`config.mk`:
```
export PLATFORM = sky130hd
export DESIGN_NAME = mtimer_top
export DESIGN_NICKNAME = d
export VERILOG_FILES = /design/src/rtl/mtimer_pkg.sv /design/src/rtl/mtimer_prescale.sv /design/src/rtl/mtimer_count.sv /design/src/rtl/mtimer_top.sv
export SDC_FILE = /design/constraint.sdc
export NUM_CORES = 1
export LEC_CHECK = 0
export BUFFER_PORTS_ARGS = -buffer_cell sky130_fd_sc_hd__buf_2
export CAP_MARGIN = 20
export CORE_AREA = 2 2 145 147
export DETAILED_ROUTE_END_ITERATION = 8
export DIE_AREA = 0 0 147 149
export GPL_TIMING_DRIVEN = 0
export HOLD_SLACK_MARGIN = 0.15
export PLACE_DENSITY = 0.83
export SLEW_MARGIN = 20
export SYNTH_ARGS = -nofsm -noshare
export SYNTH_HDL_FRONTEND = slang
export SYNTH_HIERARCHICAL = 1
export SYNTH_SLANG_ARGS = --single-unit
```
`constraint.sdc`:
```
create_clock -name clk_i -period 7.9 [get_ports clk_i]
set_input_delay 0.79 -clock clk_i [delete_from_list [all_inputs] [get_ports clk_i]]
set_output_delay 0.79 -clock clk_i [all_outputs]
set_load 0.02 [all_outputs]
```
`src/rtl/mtimer_pkg.sv`:
```
package mtimer_pkg;
  localparam int REG_AW = 9;
  localparam logic [REG_AW-1:0] OFS_ALERT = 9'h000;
  localparam logic [REG_AW-1:0] OFS_CTRL  = 9'h004;
  localparam logic [REG_AW-1:0] OFS_IE    = 9'h100;
  localparam logic [REG_AW-1:0] OFS_STAT  = 9'h104;
  localparam logic [REG_AW-1:0] OFS_TEST  = 9'h108;
  localparam logic [REG_AW-1:0] OFS_CFG   = 9'h10C;
  localparam logic [REG_AW-1:0] OFS_VLO   = 9'h110;
  localparam logic [REG_AW-1:0] OFS_VHI   = 9'h114;
  localparam logic [REG_AW-1:0] OFS_CLO   = 9'h118;
  localparam logic [REG_AW-1:0] OFS_CHI   = 9'h11C;
  localparam int STEP_LSB = 16;
endpackage

```
`src/rtl/mtimer_prescale.sv`:
```
module mtimer_prescale #(
  parameter int PW = 12
) (
  input  logic          clk_i,
  input  logic          rst_ni,
  input  logic          run_i,
  input  logic          restart_i,
  input  logic [PW-1:0] limit_i,
  output logic          tick_o
);
  logic [PW-1:0] cnt_q, cnt_d;

  always_comb begin
    tick_o = run_i && !restart_i && (cnt_q == limit_i);
    if (!run_i || restart_i || tick_o) cnt_d = '0;
    else                               cnt_d = cnt_q + 1'b1;
  end

  always_ff @(posedge clk_i or negedge rst_ni) begin
    if (!rst_ni) cnt_q <= '0;
    else         cnt_q <= cnt_d;
  end


  presc_bound_chk: assert property (@(posedge clk_i) disable iff (!rst_ni)
    cnt_q <= limit_i);

  presc_wrap_chk: assert property (@(posedge clk_i) disable iff (!rst_ni)
    tick_o |=> (cnt_q == '0));
endmodule

```
`src/rtl/mtimer_count.sv`:
```
module mtimer_count #(
  parameter int W  = 64,
  parameter int SW = 8
) (
  input  logic          clk_i,
  input  logic          rst_ni,
  input  logic          wr_lo_i,
  input  logic          wr_hi_i,
  input  logic [W/2-1:0] wdata_i,
  input  logic          tick_i,
  input  logic [SW-1:0] step_i,
  output logic [W-1:0]  val_o
);
  localparam int HW = W / 2;
  logic [W-1:0] val_q, val_d;

  always_comb begin
    val_d = val_q;
    if (wr_lo_i)      val_d[HW-1:0] = wdata_i;
    else if (wr_hi_i) val_d[W-1:HW] = wdata_i;
    else if (tick_i)  val_d = val_q + W'(step_i);
  end

  always_ff @(posedge clk_i or negedge rst_ni) begin
    if (!rst_ni) val_q <= '0;
    else         val_q <= val_d;
  end

  assign val_o = val_q;


  cnt_hold_chk: assert property (@(posedge clk_i) disable iff (!rst_ni)
    (!tick_i && !wr_lo_i && !wr_hi_i) |=> $stable(val_q));

  cnt_step_chk: assert property (@(posedge clk_i) disable iff (!rst_ni)
    (tick_i && !wr_lo_i && !wr_hi_i) |=> (val_q == $past(val_q) + W'($past(step_i))));

  cnt_half_chk: assert property (@(posedge clk_i) disable iff (!rst_ni)
    wr_lo_i |=> (val_q[W-1:HW] == $past(val_q[W-1:HW])));
endmodule

```
`src/rtl/mtimer_top.sv`:
```
module mtimer_top
  import mtimer_pkg::*;
#(
  parameter int PW = 12,
  parameter int SW = 8,
  parameter int CW = 64
) (
  input  logic              clk_i,
  input  logic              rst_ni,
  input  logic              wr_en_i,
  input  logic [REG_AW-1:0] addr_i,
  input  logic [31:0]       wdata_i,
  output logic [31:0]       rdata_o,
  output logic              irq_o,
  output logic              alert_o
);
  localparam int HW = CW / 2;

  logic          en_q, en_d, ie_q, ie_d, force_q, force_d, alert_q, alert_d;
  logic [PW-1:0] presc_q, presc_d;
  logic [SW-1:0] step_q, step_d;
  logic [CW-1:0] cmp_q, cmp_d, val;
  logic          tick;
  logic wr_alert, wr_ctrl, wr_ie, wr_test, wr_cfg, wr_vlo, wr_vhi, wr_clo, wr_chi;

  assign wr_alert = wr_en_i && (addr_i == OFS_ALERT);
  assign wr_ctrl  = wr_en_i && (addr_i == OFS_CTRL);
  assign wr_ie    = wr_en_i && (addr_i == OFS_IE);
  assign wr_test  = wr_en_i && (addr_i == OFS_TEST);
  assign wr_cfg   = wr_en_i && (addr_i == OFS_CFG);
  assign wr_vlo   = wr_en_i && (addr_i == OFS_VLO);
  assign wr_vhi   = wr_en_i && (addr_i == OFS_VHI);
  assign wr_clo   = wr_en_i && (addr_i == OFS_CLO);
  assign wr_chi   = wr_en_i && (addr_i == OFS_CHI);

  mtimer_prescale #(.PW(PW)) u_presc (
    .clk_i(clk_i), .rst_ni(rst_ni), .run_i(en_q), .restart_i(wr_cfg),
    .limit_i(presc_q), .tick_o(tick)
  );

  mtimer_count #(.W(CW), .SW(SW)) u_count (
    .clk_i(clk_i), .rst_ni(rst_ni), .wr_lo_i(wr_vlo), .wr_hi_i(wr_vhi),
    .wdata_i(wdata_i[HW-1:0]), .tick_i(tick), .step_i(step_q), .val_o(val)
  );

  always_comb begin
    en_d    = wr_ctrl ? wdata_i[0] : en_q;
    ie_d    = wr_ie   ? wdata_i[0] : ie_q;
    presc_d = wr_cfg  ? wdata_i[PW-1:0] : presc_q;
    step_d  = wr_cfg  ? wdata_i[STEP_LSB +: SW] : step_q;
    cmp_d   = cmp_q;
    if (wr_clo) cmp_d[HW-1:0]  = wdata_i[HW-1:0];
    if (wr_chi) cmp_d[CW-1:HW] = wdata_i[HW-1:0];
    force_d = force_q;
    if (wr_test && wdata_i[0]) force_d = 1'b1;
    else if (wr_ctrl || wr_ie || wr_vlo || wr_vhi || wr_clo || wr_chi) force_d = 1'b0;
    alert_d = wr_alert && wdata_i[0];
  end

  always_ff @(posedge clk_i or negedge rst_ni) begin
    if (!rst_ni) begin
      en_q    <= 1'b0;
      ie_q    <= 1'b0;
      force_q <= 1'b0;
      alert_q <= 1'b0;
      presc_q <= '0;
      step_q  <= SW'(1);
      cmp_q   <= '1;
    end else begin
      en_q    <= en_d;
      ie_q    <= ie_d;
      force_q <= force_d;
      alert_q <= alert_d;
      presc_q <= presc_d;
      step_q  <= step_d;
      cmp_q   <= cmp_d;
    end
  end

  assign irq_o   = force_q || (en_q && ie_q && (val >= cmp_q));
  assign alert_o = alert_q;

  always_comb begin
    rdata_o = '0;
    unique case (addr_i)
      OFS_CTRL: rdata_o[0] = en_q;
      OFS_IE:   rdata_o[0] = ie_q;
      OFS_STAT: rdata_o[0] = irq_o;
      OFS_CFG: begin
        rdata_o[PW-1:0]         = presc_q;
        rdata_o[STEP_LSB +: SW] = step_q;
      end
      OFS_VLO:  rdata_o = val[HW-1:0];
      OFS_VHI:  rdata_o = val[CW-1:HW];
      OFS_CLO:  rdata_o = cmp_q[HW-1:0];
      OFS_CHI:  rdata_o = cmp_q[CW-1:HW];
      default:  rdata_o = '0;
    endcase
  end


  alert_src_chk: assert property (@(posedge clk_i) disable iff (!rst_ni)
    alert_o |-> $past(wr_en_i && (addr_i == OFS_ALERT) && wdata_i[0]));

  force_set_chk: assert property (@(posedge clk_i) disable iff (!rst_ni)
    (wr_en_i && (addr_i == OFS_TEST) && wdata_i[0]) |=> irq_o);

  irq_gate_chk: assert property (@(posedge clk_i) disable iff (!rst_ni)
    (irq_o && !force_q) |-> (en_q && ie_q));

  cmp_keep_chk: assert property (@(posedge clk_i) disable iff (!rst_ni)
    !(wr_en_i && ((addr_i == OFS_CLO) || (addr_i == OFS_CHI))) |=> $stable(cmp_q));
endmodule

```
==> metrics.md, run 1 <==
| Metric | Value |
|---|---|
| Syn Inst Count | 1232 |
| Die Y | 149 µm |
| Number of global-route vias before repair | 10330 |
| Final layout net count | 1447 |
| Post-DRT Antenna Nets | 0 |
| Core Util, Final | 61.47% |
| Setup TNS | 0 ns |
| Full die area | 21900 µm² |
| Initial Utilization | 54.81% |
| Top cell type's share of synthesized area | 21.99% |
| H-tree depth | 4 |
| CTS Buffer Depth | 2 |
| Critical-path top delay cell | nor4_1 |
| Synth unique cells | 78 |
| Final Cycle Share | 57.12% |
| Commonest cells in the netlist | nand2_1, dfrtp_1, o21ai_0 |
| Required time of the critical path | 8.19 ns |
| Final std cells w/o fill | 1617 |
| Top-level I/O count | 78 |
| Post-Place Cell Area | 12040 µm² |
| Skew-Pair Late Insertion Delay | 0.44 ns |
| Placeable core area | 20560 µm² |
| Cell with the most instances after synthesis | nand2_1 |
| Unrepaired setup endpoints after global routing | no |
| Initial antenna violation count | 0 |
| Total CTS buffers | 17 |
| Placer Congestion | 1.008 |
| Setup CP Type | in2reg |
| Setup bufs post-CTS | 0 |
| Flops & latches, synth | 164 |
| Crit path arrival time | 4.80 ns |
| Max Cap Violations | 0 |
| Status | finished, final reports clean |
| Post-route DRC | 0 |
| Clock Skew | 0.01297 ns |
| CP max stage delay | 0.48 ns |
| WL final | 41770 µm |
| Clock-pin transition on the worst setup and hold timing paths | 0.07 ns |
| Primary FF master, synth | dfrtp_1 |
| CP bufs+invs | 7 |
| YS warnings | 6 |
| Max_slew headroom | 28.62% |
| Tmin final | 4.512 ns |
| Worst-case vdd ir drop | 136.0 µV |
| First-pass GRT wire length | 63090 µm |
| Post-placement setup slack | 3.240 ns |
| Global route overflow | 0 |
| Hold WC Path Type | in2async |
| Via count | 10850 |
| Leakage | 5.557 nW |
| Layout cell share with drive strength beyond 1 | 21.16% |
| Layout Area Growth over Synthesis | 12.15% |
| Sequential area share after synthesis | 37.14% |
| WL/cell | 25.83 µm |
| Final Max Tran Viols | 0 |
| Synth area leaders | dfrtp_1, dfstp_2, ha_1, mux2_2, o21ai_0 |
| Avg Inst Size Synth | 9.146 µm² |
| CTS Hold Bufs | 0 |
| Post-route design area | 12640 µm² |
| # setup viols final | 0 |
| Pre-antenna DRT Iters | 7 |
| Clk root buf | clkbuf_16 |
| Syn Nets | 1350 |
| Num Clock Sinks | 164 |
| Worst setup EP type | flip-flop |
| Fillers | 1768 |
| Area leader, netlist | dfrtp_1 |
| Rows | 53 |
| Worst-path cell chain | buf_2 -> buf_4 -> nand4_1 -> nor2_1 -> nand2_1 -> buf_2 -> inv_1 -> nor2b_1 -> nor4b_2 -> buf_4 -> nor2b_1 -> clkbuf_1 -> nand2_1 -> clkbuf_1 -> nor4_1 -> xnor2_1 -> o21ai_0 |
| Post-DR vias/cell | 6.709 |
| Worst slew pin tran | 1.062 ns |
| Fmax | 221.6 MHz |
| P per Cell Area | 153.4 nW/µm² |
| # port buffers | 76 |
| Setup ws final | 3.388 ns |
| Die width | 147 µm |
| Worst setup SP type | input pin |
| Post-Syn Area | 11270 µm² |
| CTS tree | built |
| Largest net degree at the start of global routing | 95 |
| Total GRT Usage | 38.79% |
| Dpl cells | 1585 |
| Initial DRC Count | 1499 |
| Fin. Hold Viols | 0 |
| Critical path's top delay family | simple AND/OR/NAND/NOR gates |
| Worst Path Max Fanout | 10 |
| Post-synth ARST share | 100.0% |
| Post-CTS Resized | 0 |
| Dpl hpwl | 31140 µm |
| ANT cells | 0 |
| Number of synthesized flops with an enable pin | 0 |
==> cell families (layout without fill, tap and decap cells) <==
logic type	count (synthesis)	after routing	synth area share, %
buffers and inverters	142	252	5.252
and+or+nand+nor	445	445	20.31
AOI/OAI and AO/OA	248	248	14.31
adders and majority gates	74	74	8.283
muxes	106	106	10.52
xor gates and xnor gates	53	53	4.186
DFF	164	164	37.14
==> stage by stage <==
| stage | hold WS [ns] | total power [W] |
|---|---|---|
| 6_report | 0.2925 | 0.001938 |
| 4_1_cts | 0.3257 | 0.001943 |
| 2_1_floorplan | 0.4634 | 0.001014 |
| 3_3_place_gp | 0.4988 | 0.001100 |
| 3_5_place_dp | 0.5041 | 0.001110 |
| 5_1_grt | 0.3419 | 0.001997 |
==> sequential cells by signal, indices dropped and copies added (netlist names) <==
register,count
u_presc/cnt_q,12
en_q,1
ie_q,1
step_q,8
alert_o,1
force_q,1
presc_q,12
cmp_q,64
u_count/val_o,64
==> layer usage <==
| layer | track usage [%] | wire, µm | up-vias |
|---|---|---|---|
| li1 | - | - | 4719 |
| met1 | 52.11 | 15980 | 5206 |
| met2 | 58.03 | 18010 | 760 |
| met3 | 8.930 | 5167 | 163 |
| met4 | 22.02 | 2614 | 0 |
| met5 | 0 | 0 | - |
==> layout make-up <==
type	count	area [µm²]	area share, %
inverters	80	300.3	2.376
plain buffers	62	291.5	2.307
well taps	275	344.1	2.723
clock inverters	15	161.4	1.277
multi-input cells	926	6504	51.47
repair buffers	78	425.4	3.366
clock buffers	17	425.4	3.366
flip-flops and latches	164	4185	33.12
==> layout by cell type, fill, tap and decap left out, drive strengths merged, types with 12 or more instances in the layout <==
cell type  count
or3           12
nand3         53
clkbuf        52
o22ai         12
a221o         22
nand4         44
inv           88
buf          105
nand2        132
a211oi        13
dfstp         65
nor3          45
a31oi         12
xnor2         42
o21ai        100
mux2          59
a21o          12
nor4          23
mux2i         43
and3          16
a21oi         35
nor2          71
ha            73
dfrtp         99
==> worst paths after layout <==
path                                             from                       endpoint  slack [ns]  cells after the start
hold reg to reg                  cmp_q[5]$_DFFE_PN1P_           cmp_q[5]$_DFFE_PN1P_        0.52                      2
setup / recovery                            addr_i[3]  u_count/val_o[22]$_DFFE_PN0P_        3.39                     17
min in group clk_i               cmp_q[5]$_DFFE_PN1P_           cmp_q[5]$_DFFE_PN1P_        0.52                      2
setup reg to reg           u_presc/cnt_q[5]$_DFF_PN0_  u_count/val_o[22]$_DFFE_PN0P_        4.20                     12
max in group asynchronous                      rst_ni          cmp_q[23]$_DFFE_PN1P_        6.74                      2
hold / removal                                 rst_ni  u_count/val_o[47]$_DFFE_PN0P_        0.29                      1
==> power breakdown <==
| group | internal, W | switching (W) |
|---|---|---|
| clock network | 0.000425 | 0.000410 |
| registers | 0.000875 | 0.0000323 |
| logic | 0.0000707 | 0.000125 |
| total | 0.00137 | 0.000567 |
Note: power is estimated with default switching activity, not from simulation.
==> inputs of run 2 (changes only) <==
==> constraint.sdc (replaced) <==
create_clock -name clk_i -period 4.5 [get_ports clk_i]
set_input_delay 0.45 -clock clk_i [delete_from_list [all_inputs] [get_ports clk_i]]
set_output_delay 0.45 -clock clk_i [all_outputs]
set_load 0.02 [all_outputs]
==> run 2 against run 1 <==
Critical path depth is the same. Sequential power grew 75%. Core utilization is essentially flat. Register-to-register slack lost 3.4 ns. Worst hold slack lost 0.025 ns. Die area is the same. Clock skew is essentially flat. Cell count is essentially flat. Non-clock buffer count grew 1. Via count is essentially flat. Critical path type unchanged. Critical endpoint is now u_count/val_o[15]$_DFFE_PN0P_. Largest power group unchanged.
==> metrics.md, run 2 (same netlist as run 1, synthesis figures left out) <==
| Metric | Value |
|---|---|
| Final Power | 0.003402 W |
| Crit path arrival time | 4.44 ns |
| Required time of the critical path | 4.80 ns |
| Tmin final | 4.147 ns |
| Post-DR vias/cell | 6.701 |
| Commonest non-fill, non-tap cell in the layout | nand2_1 |
| ANT cells | 0 |
| Via count | 10840 |
| Initial DRC Count | 1390 |
| Final layout net count | 1448 |
| Max_slew headroom | 26.79% |
| WL/cell | 25.79 µm |
| CTS Buffer Depth | 2 |
| Total GRT Usage | 38.79% |
| Pre-antenna DRT Iters | 6 |
| Fmax | 241.2 MHz |
| Clock Skew | 0.01265 ns |
| Die width | 147 µm |
| Status | finished, final reports clean |
| P per Cell Area | 269.0 nW/µm² |
| Number of global-route vias before repair | 10340 |
| Post-route DRC | 0 |
| Setup CP Type | in2reg |
| Worst setup EP type | flip-flop |
| Leakage | 5.561 nW |
| FF-to-FF setup slack | 0.81 ns |
| Core Util, Final | 61.52% |
| # setup viols final | 0 |
| Global route overflow | 0 |
| Unrepaired setup endpoints after global routing | no |
| Full die area | 21900 µm² |
| Layout cell share with drive strength beyond 1 | 21.15% |
| Final Hold Slack | 0.2680 ns |
| Layout Area Growth over Synthesis | 12.24% |
| Placeable core area | 20560 µm² |
| Fillers | 1767 |
| Final Cycle Share | 92.14% |
| Initial Utilization | 54.81% |
| Setup bufs post-CTS | 0 |
| Worst setup SP type | input pin |
| Post-placement setup slack | 0.1804 ns |
| Placer Congestion | 1.008 |
| Worst-case vdd ir drop | 237.5 µV |
| Post-CTS Resized | 0 |
| First-pass GRT wire length | 63090 µm |
| Setup TNS | 0 ns |
| CTS tree | built |
| Setup ws final | 0.3535 ns |
| Skew-Pair Late Insertion Delay | 0.44 ns |
| Die Y | 149 µm |
| H-tree depth | 4 |
| Worst slew pin tran | 1.090 ns |
| Max Cap Violations | 0 |
| Clk root buf | clkbuf_16 |
| Worst Path Max Fanout | 10 |
| Dpl hpwl | 31140 µm |
| Final Max Tran Viols | 0 |
| Post-DRT Antenna Nets | 0 |
| Num Clock Sinks | 164 |
| Hold WC Path Type | in2reg |
| Clock-pin transition on the worst setup and hold timing paths | 0.07 ns |
| # port buffers | 76 |
| Top-level I/O count | 78 |
| Fin. Hold Viols | 0 |
| WL final | 41730 µm |
| Rows | 53 |
| Total CTS buffers | 17 |
| Most frequent cells in the layout | nand2_1, o21ai_0, dfrtp_1, buf_2, inv_1 |
| Initial antenna violation count | 0 |
| Largest net degree at the start of global routing | 95 |
[run 2: final timing paths]
kind / startpoint / to / depth (start not counted)
setup / recovery: addr_i[3] / u_count/val_o[15]$_DFFE_PN0P_ / 17
max in group asynchronous: rst_ni / cmp_q[23]$_DFFE_PN1P_ / 3
hold / removal: wdata_i[28] / cmp_q[28]$_DFFE_PN1P_ / 3
setup reg to reg: u_presc/cnt_q[5]$_DFF_PN0_ / u_count/val_o[15]$_DFFE_PN0P_ / 12
hold reg to reg: cmp_q[5]$_DFFE_PN1P_ / cmp_q[5]$_DFFE_PN1P_ / 2
min in group asynchronous: rst_ni / u_count/val_o[47]$_DFFE_PN0P_ / 2
[run 2: what timing repair did]
item	in CTS	in global routing
endpoints found under the setup margin	0	0
hold buffers	1	0
endpoints found under the hold margin	35	0
[run 2: power by group]
part	switching (W)	total [W]	internal, W	leakage, nW
Clock	0.000718	0.00146	0.000747	0.283
Sequential	0.0000565	0.00159	0.00154	2.00
Combinational	0.000219	0.000344	0.000125	3.28
Total	0.000994	0.00340	0.00241	5.56
[run 2: metrics by stage]
| stage | instances | instance area [µm²] |
|---|---|---|
| floorplan | 1232 | 11270 |
| global placement | 1583 | 11990 |
| detailed placement | 1585 | 12040 |
| CTS | 1618 | 12640 |
| global route | 1618 | 12650 |
| finish | 1618 | 12650 |
[run 2: layer usage]
metal,GRT usage [%],wire length [µm]
met1,52.11,16300
met2,58.03,17890
met3,8.930,4916
met4,22.02,2626
met5,0,0
[run 2: cell type report]
type	instances	area (µm²)	area share, %
Multi-Input combinational cell	926	6504	51.42
Sequential cell	164	4185	33.09
Timing Repair Buffer	79	435.4	3.443
Clock buffer	17	425.4	3.364
Tap cell	275	344.1	2.721
Inverter	80	300.3	2.374
Buffer	62	291.5	2.305
Clock inverter	15	161.4	1.276
[run 2: worst max-delay path, stage by stage]
cell and delay [ns]:
buf_2 0.10, buf_4 0.20, nand4_1 0.15, nor2_1 0.08, nand2_1 0.21, buf_2 0.30, inv_1 0.07, nor2b_1 0.25
nor4b_2 0.30, buf_4 0.23, nor2b_1 0.14, clkbuf_1 0.46, nand2_1 0.34, clkbuf_1 0.38, nor4_1 0.48, xnor2_1 0.18
o21ai_0 0.10
